### src/rtl/secpre_pkg.sv
package secpre_pkg;
  localparam int WR_W       = 32;
  localparam int MATCH_W    = 19;
  localparam int MODE_LSB   = 19;
  localparam int CVALID_BIT = 23;
  localparam int FDIR_BIT   = 24;
  localparam int FVALID_BIT = 25;

  typedef enum logic [1:0] {
    CM_OFF0    = 2'd0,
    CM_OFF1    = 2'd1,
    CM_SWALLOW = 2'd2,
    CM_INSERT  = 2'd3
  } coarse_mode_e;

  typedef struct packed {
    logic               valid;
    coarse_mode_e       mode;
    logic [MATCH_W-1:0] match;
  } coarse_cfg_t;
endpackage

### src/rtl/secpre_regs.sv
module secpre_regs
  import secpre_pkg::*;
(
  input  logic               clk_i,
  input  logic               rst_ni,
  input  logic               wr_en_i,
  input  logic [WR_W-1:0]    wr_data_i,
  input  logic               fine_done_i,
  output coarse_cfg_t        cfg_o,
  output logic               reload_o,
  output logic [MATCH_W-1:0] reload_val_o,
  output logic               fine_pend_o,
  output logic               fine_ins_o
);
  logic fine_wr;
  logic unused_spare;

  assign fine_wr      = wr_en_i && wr_data_i[FVALID_BIT];
  assign reload_o     = wr_en_i;
  assign reload_val_o = wr_data_i[MATCH_W-1:0];
  assign unused_spare = ^{wr_data_i[WR_W-1:FVALID_BIT+1], wr_data_i[CVALID_BIT-1:MODE_LSB+2]};

  always_ff @(posedge clk_i or negedge rst_ni) begin
    if (!rst_ni) begin
      cfg_o <= '0;
    end else if (wr_en_i) begin
      cfg_o.valid <= wr_data_i[CVALID_BIT];
      cfg_o.mode  <= coarse_mode_e'(wr_data_i[MODE_LSB+1:MODE_LSB]);
      cfg_o.match <= wr_data_i[MATCH_W-1:0];
    end
  end

  // a new fine write wins over the completion of an older one
  always_ff @(posedge clk_i or negedge rst_ni) begin
    if (!rst_ni) begin
      fine_pend_o <= 1'b0;
      fine_ins_o  <= 1'b0;
    end else if (fine_wr) begin
      fine_pend_o <= 1'b1;
      fine_ins_o  <= wr_data_i[FDIR_BIT];
    end else if (fine_done_i) begin
      fine_pend_o <= 1'b0;
    end
  end
endmodule

### src/rtl/secpre_chain.sv
module secpre_chain #(
  parameter int LO_W = 8,
  parameter int HI_W = 7
) (
  input  logic clk_i,
  input  logic rst_ni,
  input  logic en_i,
  input  logic fine_pend_i,
  input  logic fine_ins_i,
  output logic fine_done_o,
  output logic raw_sec_o
);
  localparam int SUM_W = HI_W + 1;

  logic [LO_W-1:0]  lo_q;
  logic [HI_W-1:0]  hi_q;
  logic             lo_wrap;
  logic [1:0]       hi_step;
  logic [SUM_W-1:0] hi_sum;

  assign lo_wrap     = en_i && (lo_q == {LO_W{1'b1}});
  assign fine_done_o = lo_wrap && fine_pend_i;

  // step 0 stretches the second by one low period, step 2 shortens it
  always_comb begin
    hi_step = 2'd0;
    if (lo_wrap) begin
      if (!fine_pend_i)     hi_step = 2'd1;
      else if (!fine_ins_i) hi_step = 2'd2;
    end
  end

  assign hi_sum    = SUM_W'(hi_q) + SUM_W'(hi_step);
  assign raw_sec_o = hi_sum[HI_W];

  always_ff @(posedge clk_i or negedge rst_ni) begin
    if (!rst_ni) begin
      lo_q <= '0;
      hi_q <= '0;
    end else if (en_i) begin
      lo_q <= lo_q + LO_W'(1);
      hi_q <= hi_sum[HI_W-1:0];
    end
  end
endmodule

### src/rtl/secpre_coarse.sv
module secpre_coarse
  import secpre_pkg::*;
(
  input  logic               clk_i,
  input  logic               rst_ni,
  input  logic               raw_sec_i,
  input  logic               reload_i,
  input  logic [MATCH_W-1:0] reload_val_i,
  input  coarse_cfg_t        cfg_i,
  output logic               sec_tick_o
);
  logic [MATCH_W-1:0] gap_q;
  logic               dup_q;
  logic               adj_on;
  logic               due;
  logic               ins_now;
  logic               swl_now;

  assign adj_on  = cfg_i.valid && (cfg_i.mode == CM_INSERT || cfg_i.mode == CM_SWALLOW);
  assign due     = raw_sec_i && !reload_i && adj_on && (gap_q == '0);
  assign ins_now = due && (cfg_i.mode == CM_INSERT);
  assign swl_now = due && (cfg_i.mode == CM_SWALLOW);

  always_ff @(posedge clk_i or negedge rst_ni) begin
    if (!rst_ni) begin
      gap_q <= '0;
    end else if (reload_i) begin
      gap_q <= reload_val_i;
    end else if (raw_sec_i && adj_on) begin
      gap_q <= (gap_q == '0) ? cfg_i.match : gap_q - MATCH_W'(1);
    end
  end

  always_ff @(posedge clk_i or negedge rst_ni) begin
    if (!rst_ni) begin
      dup_q      <= 1'b0;
      sec_tick_o <= 1'b0;
    end else begin
      dup_q      <= ins_now;
      sec_tick_o <= (raw_sec_i && !swl_now) || dup_q;
    end
  end
endmodule

### src/rtl/seconds_prescaler_trim.sv
module seconds_prescaler_trim
  import secpre_pkg::*;
#(
  parameter int LO_W = 8,
  parameter int HI_W = 7
) (
  input  logic            clk_i,
  input  logic            rst_ni,
  input  logic            tick32k_i,
  input  logic            wr_en_i,
  input  logic [WR_W-1:0] wr_data_i,
  output logic            sec_tick_o,
  output logic            fine_busy_o
);
  coarse_cfg_t        cfg_q;
  logic               reload;
  logic [MATCH_W-1:0] reload_val;
  logic               fine_pend;
  logic               fine_ins;
  logic               fine_done;
  logic               raw_sec;

  secpre_regs u_regs (
    .clk_i        (clk_i),
    .rst_ni       (rst_ni),
    .wr_en_i      (wr_en_i),
    .wr_data_i    (wr_data_i),
    .fine_done_i  (fine_done),
    .cfg_o        (cfg_q),
    .reload_o     (reload),
    .reload_val_o (reload_val),
    .fine_pend_o  (fine_pend),
    .fine_ins_o   (fine_ins)
  );

  secpre_chain #(.LO_W(LO_W), .HI_W(HI_W)) u_chain (
    .clk_i       (clk_i),
    .rst_ni      (rst_ni),
    .en_i        (tick32k_i),
    .fine_pend_i (fine_pend),
    .fine_ins_i  (fine_ins),
    .fine_done_o (fine_done),
    .raw_sec_o   (raw_sec)
  );

  secpre_coarse u_coarse (
    .clk_i        (clk_i),
    .rst_ni       (rst_ni),
    .raw_sec_i    (raw_sec),
    .reload_i     (reload),
    .reload_val_i (reload_val),
    .cfg_i        (cfg_q),
    .sec_tick_o   (sec_tick_o)
  );

  assign fine_busy_o = fine_pend;
endmodule

### config.mk
export PLATFORM = sky130hd
export DESIGN_NAME = seconds_prescaler_trim
export DESIGN_NICKNAME = d
export VERILOG_FILES = /design/src/rtl/secpre_pkg.sv /design/src/rtl/secpre_regs.sv /design/src/rtl/secpre_chain.sv /design/src/rtl/secpre_coarse.sv /design/src/rtl/seconds_prescaler_trim.sv
export SDC_FILE = /design/constraint.sdc
export NUM_CORES = 1
export LEC_CHECK = 0
export BUFFER_PORTS_ARGS = -buffer_cell sky130_fd_sc_hd__buf_2
export CAP_MARGIN = 0
export CORE_ASPECT_RATIO = 0.9
export CORE_MARGIN = 3
export CORE_UTILIZATION = 31
export DETAILED_ROUTE_END_ITERATION = 10
export PLACE_DENSITY = 0.54
export SYNTH_ARGS = -nofsm -noshare
export SYNTH_HDL_FRONTEND = slang
export SYNTH_SLANG_ARGS = --single-unit
### constraint.sdc
create_clock -name clk_i -period 8.3 [get_ports clk_i]
set_clock_uncertainty 0.1 [all_clocks]
set_input_delay 1.245 -clock clk_i [delete_from_list [all_inputs] [get_ports clk_i]]
set_output_delay 1.245 -clock clk_i [all_outputs]
set_load 0.005 [all_outputs]
==> results of run 1 <==
[through the flow]
step / hold slack (ns) / worst slack [ns] / util, %
after floorplan: 0.3084 / 4.405 / -
after global placement: 0.3164 / 3.735 / 35.07
after detailed placement: 0.3160 / 3.704 / 35.07
after CTS: 0.3374 / 4.064 / 37.43
after global routing: 0.3509 / 3.772 / 37.43
final: 0.3351 / 4.088 / 37.43
[synthesized netlist by cell type (5+ instances only)]
cell type	number	area, um2
sky130_fd_sc_hd__xor2_1	6	52.55
sky130_fd_sc_hd__nand3_1	9	45.04
sky130_fd_sc_hd__nor2_1	14	52.55
sky130_fd_sc_hd__o211ai_1	5	37.54
sky130_fd_sc_hd__nand4_1	7	43.79
sky130_fd_sc_hd__nor3_1	7	35.03
sky130_fd_sc_hd__a21oi_1	18	90.09
sky130_fd_sc_hd__dfrtp_1	60	1501
sky130_fd_sc_hd__mux2_2	7	78.83
sky130_fd_sc_hd__nor4_1	5	31.28
sky130_fd_sc_hd__o21ai_0	25	125.1
sky130_fd_sc_hd__xnor2_1	11	96.34
sky130_fd_sc_hd__nand2_1	38	142.6
sky130_fd_sc_hd__inv_1	24	90.09
sky130_fd_sc_hd__clkbuf_1	11	41.29
[cells in the final DEF, fill, tap and decap left out, drive strengths merged, types with 3 or more instances in the layout]
cell	instances
dfrtp	60
nand2	38
buf	33
o21ai	25
inv	24
a21oi	18
nor2	14
xnor2	11
clkbuf	11
nand3	9
nand4	7
nor3	7
mux2	7
xor2	6
nor4	5
o211ai	5
or4	5
and3	4
or3	4
o311ai	4
o221ai	4
ha	4
nand2b	3
a32oi	3
clkinv	3
[worst max-delay path by stage]
stage                     slack [ns]       from  cells past startpoint                 end
after floorplan                 4.40  tick32k_i                     11   u_coarse.gap_q[6]
after global placement          3.73  tick32k_i                     12  u_coarse.gap_q[17]
after detailed placement        3.70  tick32k_i                     12  u_coarse.gap_q[17]
after CTS                       4.06  tick32k_i                     12  u_coarse.gap_q[17]
after global routing            3.77  tick32k_i                     12  u_coarse.gap_q[17]
final                           4.09  tick32k_i                     12  u_coarse.gap_q[17]
[cell type report]
type,count,area share [%]
repair buffers,33,5.106
clock buffers,11,4.121
well taps,122,4.449
inverters,24,2.626
flip-flops and latches,60,43.76
clock inverters,5,2.188
multi-input cells,206,37.75
[registers in the layout (all words and copies together) (netlist names)]
name / flops
u_regs.cfg_o: 22
u_coarse.gap_q: 19
u_chain.lo_q: 8
u_chain.hi_q: 7
u_coarse.dup_q: 1
u_coarse.sec_tick_o: 1
u_regs.fine_ins_o: 1
u_regs.fine_pend_o: 1
[per-layer routing]
layer  wire [um]  global-route usage (%)  up-vias
met4         145                   6.505        0
met5           0                       0        -
li1            -                       -     1144
met2        2720                   18.38       42
met1        3299                   19.20     1079
met3         205                   2.685       12
[kinds of logic (layout without fill, tap and decap cells)]
family | after synthesis | after routing | share of synthesized area, %
AO/OA/AOI/OAI | 72 | 72 | 15.73
XOR/XNOR | 17 | 17 | 5.059
adder cells (fa/ha/maj) | 5 | 5 | 2.381
buffers and inverters | 38 | 73 | 4.974
flip-flops | 60 | 60 | 51.02
multiplexers | 9 | 9 | 3.359
AND/OR/NAND/NOR | 103 | 103 | 17.47
[power by group]
part,switching [mW],internal [mW]
registers,0.0313,0.328
logic,0.0427,0.0417
clock network,0.115,0.176
total,0.189,0.546
==> impl_results.html, run 1 <==
<table>
<tr><th>Metric</th><th>Value</th></tr>
<tr><th colspan="2">Global route</th></tr>
<tr><td>Number of global-route vias before repair</td><td>2291</td></tr>
<tr><td>Global-route congestion overflow total</td><td>0</td></tr>
<tr><td>Antenna violations before repair</td><td>0</td></tr>
<tr><td>First-pass GRT wire length</td><td>11060 um</td></tr>
<tr><td>Pin count of the biggest net entering global routing</td><td>61</td></tr>
<tr><td>GR Util All Layers</td><td>13.13%</td></tr>
<tr><th colspan="2">Timing</th></tr>
<tr><td>Count of endpoints failing hold in the final timing report</td><td>0</td></tr>
<tr><td>Final setup violation count</td><td>0</td></tr>
<tr><td>Post-route clock period utilization</td><td>50.74%</td></tr>
<tr><td>Peak clock frequency supported by timing</td><td>0.2374 GHz</td></tr>
<tr><td>Unrepaired setup endpoints after global routing</td><td>false</td></tr>
<tr><td>Final slew viol count</td><td>0</td></tr>
<tr><td>Setup total negative slack</td><td>0 ns</td></tr>
<tr><td>Final min period</td><td>4.212 ns</td></tr>
<tr><td>Headroom to the max-slew limit</td><td>49.35%</td></tr>
<tr><td>Slew of the pin with the lowest slew margin</td><td>0.7598 ns</td></tr>
<tr><th colspan="2">Die</th></tr>
<tr><td>Area of the placeable core</td><td>9166 um2</td></tr>
<tr><td>Initial core utilization</td><td>32.10%</td></tr>
<tr><td>Standard-cell rows</td><td>33</td></tr>
<tr><td>Die width</td><td>108.7 um</td></tr>
<tr><td>Die area</td><td>10700 um2</td></tr>
<tr><td>I/O Pins</td><td>38</td></tr>
<tr><td>Die span in y</td><td>98.43 um</td></tr>
<tr><th colspan="2">Synth</th></tr>
<tr><td>Cell area after synthesis</td><td>2943 um2</td></tr>
<tr><td>Syn nets</td><td>345</td></tr>
<tr><td>Synthesized instance count</td><td>304</td></tr>
<tr><td>Post-synth top flop</td><td>sky130_fd_sc_hd__dfrtp_1</td></tr>
<tr><td>Number of enable-type register cells in the synthesized netlist</td><td>0</td></tr>
<tr><td>Warnings from Yosys</td><td>0</td></tr>
<tr><td>Count of distinct cell types in the synthesized netlist</td><td>43</td></tr>
<tr><td>Synthesis-stage register bit count</td><td>60</td></tr>
<tr><td>Average size of a mapped cell</td><td>9.680 um2</td></tr>
<tr><td>Post-synth ARST share</td><td>100.0%</td></tr>
<tr><td>Post-synthesis sequential area ratio</td><td>51.02%</td></tr>
<tr><th colspan="2">Flow run</th></tr>
<tr><td>Number of max-cap violations</td><td>0</td></tr>
<tr><th colspan="2">Clocking</th></tr>
<tr><td>Clock-pin slew on the worst setup and hold paths</td><td>0.07 ns</td></tr>
<tr><td>Clock latency at the later pin of the worst-skew pair</td><td>0.34 ns</td></tr>
<tr><td>Cell at the root of the clock tree</td><td>sky130_fd_sc_hd__clkbuf_8</td></tr>
<tr><td>Total setup buffers inserted after CTS</td><td>0</td></tr>
<tr><td>TritonCTS clock tree</td><td>done</td></tr>
<tr><td>Maximum count of clock buffers along a single path</td><td>2</td></tr>
<tr><td>Maximum level of the CTS H-tree</td><td>3</td></tr>
<tr><td>Total of cells resized after clock tree synthesis</td><td>0</td></tr>
<tr><td>Number of buffers added by the clock tree synthesis step</td><td>9</td></tr>
<tr><td>Clock sink count</td><td>60</td></tr>
<tr><td>Post-CTS Hold Fix Bufs</td><td>0</td></tr>
<tr><th colspan="2">Power and ir drop</th></tr>
<tr><td>Total power draw</td><td>734.6 uW</td></tr>
<tr><td>Leak pwr</td><td>1.516 nW</td></tr>
<tr><td>Peak supply drop</td><td>0.06851 mV</td></tr>
<tr><td>Pwr Density</td><td>214.1 nW/um2</td></tr>
<tr><th colspan="2">Critical path</th></tr>
<tr><td>Maximum fanout encountered on the critical timing path</td><td>14</td></tr>
<tr><td>R2r startpoint</td><td>u_chain.lo_q[2]</td></tr>
<tr><td>Count of buffering cells on the critical path with inverters included</td><td>2</td></tr>
<tr><td>Startpoint type of the worst setup path</td><td>input port</td></tr>
<tr><td>Crit path max-delay family</td><td>simple AND/OR/NAND/NOR gates</td></tr>
<tr><td>Maximum cell stage delay along the critical path</td><td>0.61 ns</td></tr>
<tr><td>Start-to-end type of the worst setup path</td><td>input port to flop</td></tr>
<tr><td>Cell breakdown of the critical path</td><td>buf_2 -&gt; and3_1 -&gt; and3_1 -&gt; nand4_1 -&gt; or3b_2 -&gt; inv_1 -&gt; ha_1 -&gt; a21oi_1 -&gt; or3_1 -&gt; nor2_1 -&gt; a31oi_1 -&gt; o211ai_1</td></tr>
<tr><td>Capturing point of the worst reg2reg path</td><td>u_coarse.gap_q[17]</td></tr>
<tr><td>Endpoint required time on the critical path</td><td>8.46 ns</td></tr>
<tr><td>Number of cells traversed by the worst register-to-register path</td><td>11</td></tr>
<tr><td>Crit path arrival time</td><td>4.37 ns</td></tr>
<tr><td>Slowest cell on crit path</td><td>sky130_fd_sc_hd__or3_1</td></tr>
<tr><td>Most numerous cell on the critical path</td><td>sky130_fd_sc_hd__and3_1</td></tr>
<tr><td>Setup slack on the worst flop-to-flop path</td><td>4.85 ns</td></tr>
<tr><td>Type of element capturing the critical path</td><td>flop</td></tr>
<tr><th colspan="2">Min path</th></tr>
<tr><td>Class of the tightest hold or removal check</td><td>flop to flop</td></tr>
<tr><td>Endpoint, Worst Hold</td><td>u_coarse.sec_tick_o</td></tr>
<tr><td>Startpoint of the tightest hold check path</td><td>u_coarse.dup_q</td></tr>
<tr><td>Cell count of the worst hold path</td><td>1</td></tr>
<tr><th colspan="2">Cells and area</th></tr>
<tr><td>Proportion of layout cells with a drive suffix above 1</td><td>17.11%</td></tr>
<tr><td>Number of inserted filler cells in the final layout</td><td>949</td></tr>
<tr><td>Multi-input gate area</td><td>1295 um2</td></tr>
<tr><td>Post-route cell area</td><td>3431 um2</td></tr>
<tr><td>P&amp;R area growth vs syn</td><td>16.58%</td></tr>
<tr><td>Ant. Diodes</td><td>0</td></tr>
<tr><td>Final standard cell count with taps included and fillers excluded</td><td>461</td></tr>
<tr><td>Seq. cell area</td><td>1501 um2</td></tr>
<tr><td>Net count of the finished layout</td><td>375</td></tr>
<tr><th colspan="2">Routing</th></tr>
<tr><td>Total DRC errors in the routed layout</td><td>0</td></tr>
<tr><td>Routed via count</td><td>2277</td></tr>
<tr><td>Average via count per standard cell</td><td>4.939</td></tr>
<tr><td>Average wire per standard cell</td><td>13.82 um</td></tr>
<tr><td>Number of detailed-routing iterations run before antenna repair</td><td>4</td></tr>
<tr><td>Final wirelength</td><td>6370 um</td></tr>
<tr><td>Routed Antenna Nets</td><td>0</td></tr>
<tr><td>DRT iter0 DRCs</td><td>92</td></tr>
<tr><th colspan="2">Placement</th></tr>
<tr><td>Final weighted congestion in routability-driven placement</td><td>0.7888</td></tr>
<tr><td>Buffers on Ports</td><td>29</td></tr>
<tr><td>Cell Count Post-Placement</td><td>445</td></tr>
<tr><td>HPWL reported at the end of detailed placement</td><td>4240 um</td></tr>
<tr><td>Post-Place Cell Area</td><td>3214 um2</td></tr>
<tr><th colspan="2">Run status</th></tr>
<tr><td>Run status</td><td>complete, no violations</td></tr>
</table>
Note: power is estimated with default switching activity, not from simulation.
==> run 2: changes to the inputs <==
==> constraint.sdc (replaced) <==
create_clock -name clk_i -period 4.4 [get_ports clk_i]
set_clock_uncertainty 0.1 [all_clocks]
set_input_delay 0.66 -clock clk_i [delete_from_list [all_inputs] [get_ports clk_i]]
set_output_delay 0.66 -clock clk_i [all_outputs]
set_load 0.005 [all_outputs]
==> run 2 against run 1 <==
Global-route usage increased by 0.69 points. Die area stayed put. Flip-flop and latch count did not move. Critical path type unchanged. Sequential share of layout area down 0.41 points. Largest power group unchanged. Clock-buffer cell count shrank 1. Critical path depth stayed put.
==> impl_results.html, run 2 (synthesis results as in run 1) <==
<table>
<tr><th>Metric</th><th>Value</th></tr>
<tr><th colspan="2">Run status</th></tr>
<tr><td>Run status</td><td>complete, no violations</td></tr>
<tr><th colspan="2">Flow run</th></tr>
<tr><td>Number of max-cap violations</td><td>0</td></tr>
<tr><th colspan="2">Timing</th></tr>
<tr><td>Slew of the pin with the lowest slew margin</td><td>0.9083 ns</td></tr>
<tr><td>Peak clock frequency supported by timing</td><td>0.2781 GHz</td></tr>
<tr><td>Unrepaired setup endpoints after global routing</td><td>false</td></tr>
<tr><td>Final worst setup slack</td><td>0.8042 ns</td></tr>
<tr><td>Final setup violation count</td><td>0</td></tr>
<tr><td>Headroom to the max-slew limit</td><td>39.45%</td></tr>
<tr><td>Setup total negative slack</td><td>0 ns</td></tr>
<tr><td>Post-route clock period utilization</td><td>81.72%</td></tr>
<tr><td>Count of endpoints failing hold in the final timing report</td><td>0</td></tr>
<tr><td>Final slew viol count</td><td>0</td></tr>
<tr><td>Final min period</td><td>3.596 ns</td></tr>
<tr><th colspan="2">Placement</th></tr>
<tr><td>Buffers on Ports</td><td>29</td></tr>
<tr><td>HPWL reported at the end of detailed placement</td><td>4436 um</td></tr>
<tr><td>Worst-case setup slack after placement</td><td>0.4862 ns</td></tr>
<tr><td>Final weighted congestion in routability-driven placement</td><td>0.7801</td></tr>
<tr><th colspan="2">Critical path</th></tr>
<tr><td>Number of cells traversed by the worst register-to-register path</td><td>11</td></tr>
<tr><td>Setup slack on the worst flop-to-flop path</td><td>0.98 ns</td></tr>
<tr><td>Start-to-end type of the worst setup path</td><td>input port to flop</td></tr>
<tr><td>Endpoint required time on the critical path</td><td>4.55 ns</td></tr>
<tr><td>Type of element capturing the critical path</td><td>flop</td></tr>
<tr><td>Maximum fanout encountered on the critical timing path</td><td>11</td></tr>
<tr><td>Start point of the critical path</td><td>tick32k_i</td></tr>
<tr><td>Startpoint type of the worst setup path</td><td>input port</td></tr>
<tr><td>Crit path arrival time</td><td>3.75 ns</td></tr>
<tr><td>R2r startpoint</td><td>u_chain.lo_q[2]</td></tr>
<tr><td>Capturing point of the worst reg2reg path</td><td>u_coarse.gap_q[17]</td></tr>
<tr><td>Destination of the critical timing path</td><td>u_coarse.gap_q[17]</td></tr>
<tr><th colspan="2">Min path</th></tr>
<tr><td>Class of the tightest hold or removal check</td><td>input port to async pin</td></tr>
<tr><th colspan="2">Cells and area</th></tr>
<tr><td>Most common cell after layout, fill and taps aside</td><td>sky130_fd_sc_hd__dfrtp_1</td></tr>
<tr><td>Registers with the most flip-flops</td><td>u_regs.cfg_o: 22 flops, u_coarse.gap_q: 19 flops, u_chain.lo_q: 8 flops</td></tr>
<tr><td>P&amp;R area growth vs syn</td><td>17.69%</td></tr>
<tr><td>Ant. Diodes</td><td>0</td></tr>
<tr><td>Proportion of layout cells with a drive suffix above 1</td><td>17.40%</td></tr>
<tr><td>Seq. cell area</td><td>1501 um2</td></tr>
<tr><td>Number of inserted filler cells in the final layout</td><td>935</td></tr>
<tr><td>Reg with most FFs</td><td>u_regs.cfg_o</td></tr>
<tr><td>Number of flip-flops under the largest register name</td><td>22</td></tr>
<tr><td>Net count of the finished layout</td><td>375</td></tr>
<tr><td>Multi-input gate area</td><td>1295 um2</td></tr>
<tr><td>Leading cell types in the layout, fill and taps excluded</td><td>sky130_fd_sc_hd__dfrtp_1 (60), sky130_fd_sc_hd__nand2_1 (38), sky130_fd_sc_hd__buf_2 (29)</td></tr>
<tr><th colspan="2">Clocking</th></tr>
<tr><td>TritonCTS clock tree</td><td>done</td></tr>
<tr><td>Cell at the root of the clock tree</td><td>sky130_fd_sc_hd__clkbuf_8</td></tr>
<tr><td>Number of buffers added by the clock tree synthesis step</td><td>9</td></tr>
<tr><td>Clock-pin slew on the worst setup and hold paths</td><td>0.07 ns</td></tr>
<tr><td>Total setup buffers inserted after CTS</td><td>0</td></tr>
<tr><td>Maximum count of clock buffers along a single path</td><td>2</td></tr>
<tr><td>Clock latency at the later pin of the worst-skew pair</td><td>0.33 ns</td></tr>
<tr><td>Post-CTS Hold Fix Bufs</td><td>0</td></tr>
<tr><td>Clock sink count</td><td>60</td></tr>
<tr><td>Total of cells resized after clock tree synthesis</td><td>0</td></tr>
<tr><td>Maximum level of the CTS H-tree</td><td>3</td></tr>
<tr><th colspan="2">Power and ir drop</th></tr>
<tr><td>Peak supply drop</td><td>0.1586 mV</td></tr>
<tr><td>Pwr Density</td><td>419.2 nW/um2</td></tr>
<tr><td>Leak pwr</td><td>1.525 nW</td></tr>
<tr><td>Total power draw</td><td>1.452 mW</td></tr>
<tr><th colspan="2">Routing</th></tr>
<tr><td>Number of detailed-routing iterations run before antenna repair</td><td>5</td></tr>
<tr><td>Routed Antenna Nets</td><td>0</td></tr>
<tr><td>Average wire per standard cell</td><td>14.43 um</td></tr>
<tr><td>Total DRC errors in the routed layout</td><td>0</td></tr>
<tr><td>Final wirelength</td><td>6652 um</td></tr>
<tr><td>DRT iter0 DRCs</td><td>98</td></tr>
<tr><td>Routed via count</td><td>2300</td></tr>
<tr><td>Average via count per standard cell</td><td>4.989</td></tr>
<tr><th colspan="2">Die</th></tr>
<tr><td>Standard-cell rows</td><td>33</td></tr>
<tr><td>Initial core utilization</td><td>32.10%</td></tr>
<tr><td>Die width</td><td>108.7 um</td></tr>
<tr><td>Area of the placeable core</td><td>9166 um2</td></tr>
<tr><td>Die span in y</td><td>98.43 um</td></tr>
<tr><td>Die area</td><td>10700 um2</td></tr>
<tr><td>I/O Pins</td><td>38</td></tr>
<tr><th colspan="2">Global route</th></tr>
<tr><td>First-pass GRT wire length</td><td>11680 um</td></tr>
<tr><td>Layer with the highest usage</td><td>met2</td></tr>
<tr><td>Pin count of the biggest net entering global routing</td><td>55</td></tr>
<tr><td>GR Util All Layers</td><td>13.82%</td></tr>
<tr><td>Global-route congestion overflow total</td><td>0</td></tr>
<tr><td>Met3 track demand over resource in global routing</td><td>2.816%</td></tr>
<tr><td>Number of global-route vias before repair</td><td>2408</td></tr>
<tr><td>Antenna violations before repair</td><td>0</td></tr>
<tr><td>Met1 layer usage reported by global route</td><td>18.50%</td></tr>
<tr><td>Met2 Track Usage GR</td><td>21.33%</td></tr>
</table>
[run 2: cell count changes in the layout (fill, tap and decap cells not counted), sizes merged]
| cell | before | now |
|---|---|---|
| bufinv | 2 | 3 |
| clkinv | 3 | 2 |
| clkinvlp | 0 | 1 |
| clkbuf | 11 | 10 |
[run 2: worst min-delay path by stage]
stage | end | slack [ns]
4_1_cts | u_coarse.gap_q[13] | 0.14
2_1_floorplan | u_chain.hi_q[0] | 0.26
3_3_place_gp | u_regs.cfg_o[17] | 0.35
5_1_grt | u_coarse.gap_q[13] | 0.16
3_5_place_dp | u_coarse.sec_tick_o | 0.36
6_report | u_coarse.gap_q[13] | 0.15
[run 2: worst max-delay path, cell delays in order]
cell	delay (ns)
sky130_fd_sc_hd__buf_2	0.20
sky130_fd_sc_hd__and3_1	0.22
sky130_fd_sc_hd__and3_1	0.22
sky130_fd_sc_hd__nand4_1	0.18
sky130_fd_sc_hd__or3b_2	0.52
sky130_fd_sc_hd__inv_1	0.07
sky130_fd_sc_hd__ha_1	0.11
sky130_fd_sc_hd__a21oi_1	0.14
sky130_fd_sc_hd__or3_1	0.52
sky130_fd_sc_hd__nor2_1	0.52
sky130_fd_sc_hd__a31oi_1	0.19
sky130_fd_sc_hd__o211ai_1	0.18
[run 2: cell type report]
| cell class | count | share of cell area, % |
|---|---|---|
| Clock buffer | 10 | 3.974 |
| Timing Repair Buffer | 33 | 5.058 |
| Inverter | 24 | 2.601 |
| Sequential cell | 60 | 43.35 |
| Clock inverter | 6 | 3.215 |
| Multi-Input combinational cell | 206 | 37.39 |
| Tap cell | 122 | 4.408 |
[run 2: report_power, final]
group | switching, mW | internal, mW | total (mW)
Clock | 0.219 | 0.391 | 0.611
Sequential | 0.0612 | 0.619 | 0.680
Combinational | 0.0826 | 0.0783 | 0.161
Total | 0.363 | 1.09 | 1.45
[run 2: per-layer routing]
layer | wire [um] | up-vias
met3 | 194 | 13
met5 | 0 | -
met1 | 3353 | 1099
met2 | 2965 | 40
met4 | 138 | 0
li1 | - | 1148
[run 2: per-stage QoR]
step | area, um2 | std cells | hold WS [ns] | utilization [%]
after floorplan | 2943 | 304 | 0.2644 | -
after global placement | 3214 | 445 | 0.3489 | 35.07
after detailed placement | 3214 | 445 | 0.3592 | 35.07
after CTS | 3463 | 461 | 0.1445 | 37.78
after global routing | 3463 | 461 | 0.1578 | 37.78
final | 3463 | 461 | 0.1490 | 37.78
==> run 3: changes to the inputs <==
--- a/config.mk
+++ b/config.mk
@@ -5,13 +5,14 @@
 export SDC_FILE = /design/constraint.sdc
 export NUM_CORES = 1
 export LEC_CHECK = 0
+export ABC_AREA = 1
 export BUFFER_PORTS_ARGS = -buffer_cell sky130_fd_sc_hd__buf_2
 export CAP_MARGIN = 0
 export CORE_ASPECT_RATIO = 0.9
 export CORE_MARGIN = 3
 export CORE_UTILIZATION = 31
 export DETAILED_ROUTE_END_ITERATION = 10
-export PLACE_DENSITY = 0.54
+export PLACE_DENSITY = 0.55
 export SYNTH_ARGS = -nofsm -noshare
 export SYNTH_HDL_FRONTEND = slang
 export SYNTH_SLANG_ARGS = --single-unit
==> constraint.sdc (replaced) <==
create_clock -name clk_i -period 3 [get_ports clk_i]
set_clock_uncertainty 0.1 [all_clocks]
set_input_delay 0.45 -clock clk_i [delete_from_list [all_inputs] [get_ports clk_i]]
set_output_delay 0.45 -clock clk_i [all_outputs]
set_load 0.005 [all_outputs]
==> run 3 against run 2 <==
The flow now finishes with violations (hold timing). Synthesized cell count up 44%. Die area rose by 13%. First-iteration DRC count up 51%. Hold slack lost 0.15 ns. Critical path depth is 1 lower. Clock-buffer cell count unchanged. Area after synthesis increased by 13%. Clock power up 59%. Core utilization hardly changed. Critical endpoint is now u_chain.hi_q[6].
==> impl_results.html, run 3 <==
<table>
<tr><th>Metric</th><th>Value</th></tr>
<tr><th colspan="2">Clocking</th></tr>
<tr><td>Maximum count of clock buffers along a single path</td><td>2</td></tr>
<tr><td>TritonCTS clock tree</td><td>done</td></tr>
<tr><td>Cell at the root of the clock tree</td><td>sky130_fd_sc_hd__clkbuf_16</td></tr>
<tr><td>Maximum level of the CTS H-tree</td><td>3</td></tr>
<tr><td>Number of buffers added by the clock tree synthesis step</td><td>9</td></tr>
<tr><td>Clock latency at the later pin of the worst-skew pair</td><td>0.33 ns</td></tr>
<tr><td>Total setup buffers inserted after CTS</td><td>0</td></tr>
<tr><td>Clock sink count</td><td>60</td></tr>
<tr><td>Clock-pin slew on the worst setup and hold paths</td><td>0.05 ns</td></tr>
<tr><td>Post-CTS Hold Fix Bufs</td><td>0</td></tr>
<tr><th colspan="2">Min path</th></tr>
<tr><td>Class of the tightest hold or removal check</td><td>input port to async pin</td></tr>
<tr><th colspan="2">Synth</th></tr>
<tr><td>Most instantiated library cell after synthesis</td><td>sky130_fd_sc_hd__nand2_1</td></tr>
<tr><td>Post-synth ARST share</td><td>100.0%</td></tr>
<tr><td>Synthesized instance count</td><td>438</td></tr>
<tr><td>Cells taking the most area after synthesis</td><td>sky130_fd_sc_hd__dfrtp_1 (45%), sky130_fd_sc_hd__nand2_1 (15%), sky130_fd_sc_hd__nor2_1 (7.4%), sky130_fd_sc_hd__inv_1 (4.8%), sky130_fd_sc_hd__xor2_1 (3.9%)</td></tr>
<tr><td>Warnings from Yosys</td><td>0</td></tr>
<tr><td>Syn nets</td><td>479</td></tr>
<tr><td>Most instantiated cells after synthesis</td><td>sky130_fd_sc_hd__nand2_1 (137), sky130_fd_sc_hd__nor2_1 (66), sky130_fd_sc_hd__dfrtp_1 (60)</td></tr>
<tr><td>Share of the synthesized area in the top cell type</td><td>44.99%</td></tr>
<tr><td>Cell area after synthesis</td><td>3337 um2</td></tr>
<tr><td>Post-synth top flop</td><td>sky130_fd_sc_hd__dfrtp_1</td></tr>
<tr><td>Synthesis-stage register bit count</td><td>60</td></tr>
<tr><td>Number of enable-type register cells in the synthesized netlist</td><td>0</td></tr>
<tr><td>Post-synthesis sequential area ratio</td><td>44.99%</td></tr>
<tr><td>Average size of a mapped cell</td><td>7.619 um2</td></tr>
<tr><td>Count of distinct cell types in the synthesized netlist</td><td>33</td></tr>
<tr><td>Cell type contributing the most total cell area after synthesis</td><td>sky130_fd_sc_hd__dfrtp_1</td></tr>
<tr><th colspan="2">Critical path</th></tr>
<tr><td>Crit path arrival time</td><td>2.82 ns</td></tr>
<tr><td>Maximum cell stage delay along the critical path</td><td>0.39 ns</td></tr>
<tr><td>Maximum fanout encountered on the critical timing path</td><td>3</td></tr>
<tr><td>Crit path max-delay family</td><td>simple AND/OR/NAND/NOR gates</td></tr>
<tr><td>Type of element capturing the critical path</td><td>flop</td></tr>
<tr><td>Cell breakdown of the critical path</td><td>ha_1 -&gt; nand4_1 -&gt; nor2_1 -&gt; nand3_1 -&gt; nor2_1 -&gt; ha_1 -&gt; inv_1 -&gt; fa_1 -&gt; or2_2 -&gt; nor3_1 -&gt; xor2_1</td></tr>
<tr><td>Slowest cell on crit path</td><td>sky130_fd_sc_hd__dfrtp_1</td></tr>
<tr><td>Count of buffering cells on the critical path with inverters included</td><td>1</td></tr>
<tr><td>Endpoint required time on the critical path</td><td>3.15 ns</td></tr>
<tr><td>Start-to-end type of the worst setup path</td><td>flop to flop</td></tr>
<tr><td>Startpoint type of the worst setup path</td><td>flop</td></tr>
<tr><th colspan="2">Cells and area</th></tr>
<tr><td>Registers with the most flip-flops</td><td>u_regs.cfg_o: 22 flops, u_coarse.gap_q: 19 flops, u_chain.lo_q: 8 flops</td></tr>
<tr><td>Leading cell types in the layout, fill and taps excluded</td><td>sky130_fd_sc_hd__nand2_1 (137), sky130_fd_sc_hd__nor2_1 (66), sky130_fd_sc_hd__dfrtp_1 (60)</td></tr>
<tr><td>Number of inserted filler cells in the final layout</td><td>1099</td></tr>
<tr><td>Post-route cell area</td><td>3925 um2</td></tr>
<tr><td>Final core occ</td><td>37.82%</td></tr>
<tr><td>Ant. Diodes</td><td>0</td></tr>
<tr><td>Reg with most FFs</td><td>u_regs.cfg_o</td></tr>
<tr><td>P&amp;R area growth vs syn</td><td>17.62%</td></tr>
<tr><td>Final standard cell count with taps included and fillers excluded</td><td>607</td></tr>
<tr><td>Proportion of layout cells with a drive suffix above 1</td><td>16.95%</td></tr>
<tr><td>Most common cell after layout, fill and taps aside</td><td>sky130_fd_sc_hd__nand2_1</td></tr>
<tr><td>Net count of the finished layout</td><td>514</td></tr>
<tr><td>Number of flip-flops under the largest register name</td><td>22</td></tr>
<tr><th colspan="2">Global route</th></tr>
<tr><td>First-pass GRT wire length</td><td>13070 um</td></tr>
<tr><td>GR Util All Layers</td><td>13.52%</td></tr>
<tr><td>Global-route congestion overflow total</td><td>0</td></tr>
<tr><td>Number of global-route vias before repair</td><td>2727</td></tr>
<tr><td>Antenna violations before repair</td><td>0</td></tr>
<tr><td>Pin count of the biggest net entering global routing</td><td>31</td></tr>
<tr><th colspan="2">Placement</th></tr>
<tr><td>Buffers on Ports</td><td>29</td></tr>
<tr><td>Post-Place Cell Area</td><td>3627 um2</td></tr>
<tr><td>Worst-case setup slack after placement</td><td>0.2211 ns</td></tr>
<tr><td>Final weighted congestion in routability-driven placement</td><td>0.8958</td></tr>
<tr><td>Cell Count Post-Placement</td><td>591</td></tr>
<tr><td>HPWL reported at the end of detailed placement</td><td>5480 um</td></tr>
<tr><th colspan="2">Timing</th></tr>
<tr><td>Post-route clock period utilization</td><td>89.12%</td></tr>
<tr><td>Slew of the pin with the lowest slew margin</td><td>0.5246 ns</td></tr>
<tr><td>Final worst setup slack</td><td>0.3264 ns</td></tr>
<tr><td>Setup total negative slack</td><td>0 ns</td></tr>
<tr><td>Peak clock frequency supported by timing</td><td>0.3740 GHz</td></tr>
<tr><td>Worst Hold Margin</td><td>-0.003831 ns</td></tr>
<tr><td>Count of endpoints failing hold in the final timing report</td><td>7</td></tr>
<tr><td>Headroom to the max-slew limit</td><td>65.03%</td></tr>
<tr><td>Final setup violation count</td><td>0</td></tr>
<tr><td>Final slew viol count</td><td>0</td></tr>
<tr><td>Unrepaired setup endpoints after global routing</td><td>false</td></tr>
<tr><td>Final min period</td><td>2.674 ns</td></tr>
<tr><th colspan="2">Die</th></tr>
<tr><td>Die span in y</td><td>104.4 um</td></tr>
<tr><td>Standard-cell rows</td><td>35</td></tr>
<tr><td>Die width</td><td>115.4 um</td></tr>
<tr><td>I/O Pins</td><td>38</td></tr>
<tr><td>Initial core utilization</td><td>32.15%</td></tr>
<tr><td>Die area</td><td>12050 um2</td></tr>
<tr><td>Area of the placeable core</td><td>10380 um2</td></tr>
<tr><th colspan="2">Routing</th></tr>
<tr><td>Routed via count</td><td>2740</td></tr>
<tr><td>DRT iter0 DRCs</td><td>148</td></tr>
<tr><td>Total DRC errors in the routed layout</td><td>0</td></tr>
<tr><td>Average wire per standard cell</td><td>12.23 um</td></tr>
<tr><td>Routed Antenna Nets</td><td>0</td></tr>
<tr><td>Average via count per standard cell</td><td>4.514</td></tr>
<tr><td>Final wirelength</td><td>7421 um</td></tr>
<tr><td>Number of detailed-routing iterations run before antenna repair</td><td>4</td></tr>
<tr><th colspan="2">Power and ir drop</th></tr>
<tr><td>Leak pwr</td><td>2.024 nW</td></tr>
<tr><td>Total power draw</td><td>2.335 mW</td></tr>
<tr><td>Pwr Density</td><td>595.0 nW/um2</td></tr>
<tr><td>Peak supply drop</td><td>0.2249 mV</td></tr>
<tr><th colspan="2">Flow run</th></tr>
<tr><td>Number of max-cap violations</td><td>0</td></tr>
<tr><th colspan="2">Run status</th></tr>
<tr><td>Violated checks</td><td>hold timing</td></tr>
<tr><td>Run status</td><td>complete, but fails checks</td></tr>
</table>
-- run 3: area by class of cell --
cell class	instances	area [um2]	area share [%]
Timing Repair Buffer	36	210.2	5.355
Clock inverter	6	47.55	1.211
Inverter	49	183.9	4.686
Clock buffer	10	239.0	6.089
Sequential cell	60	1501	38.25
Multi-Input combinational cell	317	1582	40.29
Tap cell	129	161.4	4.112
-- run 3: worst paths after layout --
check	start	to	slack [ns]	cells after the start
max	u_chain.lo_q[0]	u_chain.hi_q[6]	0.33	11
min	rst_ni	u_chain.hi_q[2]	-0.004	1
max reg2reg	u_chain.lo_q[0]	u_chain.hi_q[6]	0.33	11
min reg2reg	u_coarse.dup_q	u_coarse.sec_tick_o	0.34	2
max in group asynchronous	rst_ni	u_coarse.gap_q[9]	2.06	2
min in group clk_i	wr_data_i[20]	u_regs.cfg_o[20]	0.22	3
-- run 3: power by group --
group / internal [mW] / switching, mW / total, mW
sequential: 0.923 / 0.0963 / 1.02
clock: 0.586 / 0.386 / 0.972
combinational: 0.139 / 0.205 / 0.344
-- run 3: timing repair --
action / in CTS / in global routing
hold endpoints to repair: 0 / 0
resized for setup: 0 / 2
setup endpoints to repair: 0 / 16
-- run 3: logic make-up (layout without fill, tap and decap cells) --
kind of cell | count (synthesis) | count (layout) | synth area share, %
and+or+nand+nor | 260 | 260 | 34.61
buffers and inverters | 61 | 101 | 7.949
DFF | 60 | 60 | 44.99
AOI/OAI and AO/OA | 31 | 31 | 4.762
xor gates and xnor gates | 20 | 20 | 5.249
adders and majority gates | 5 | 5 | 2.100
muxes | 1 | 1 | 0.3374
-- run 3: metal layers --
| layer | vias up | GRT usage [%] | share of wire (%) |
|---|---|---|---|
| li1 | 1432 | - | - |
| met1 | 1264 | 19.69 | 53 |
| met2 | 35 | 19.75 | 43 |
| met3 | 9 | 2.385 | 2.3 |
| met4 | 0 | 5.281 | 1.3 |
| met5 | - | 0 | 0 |
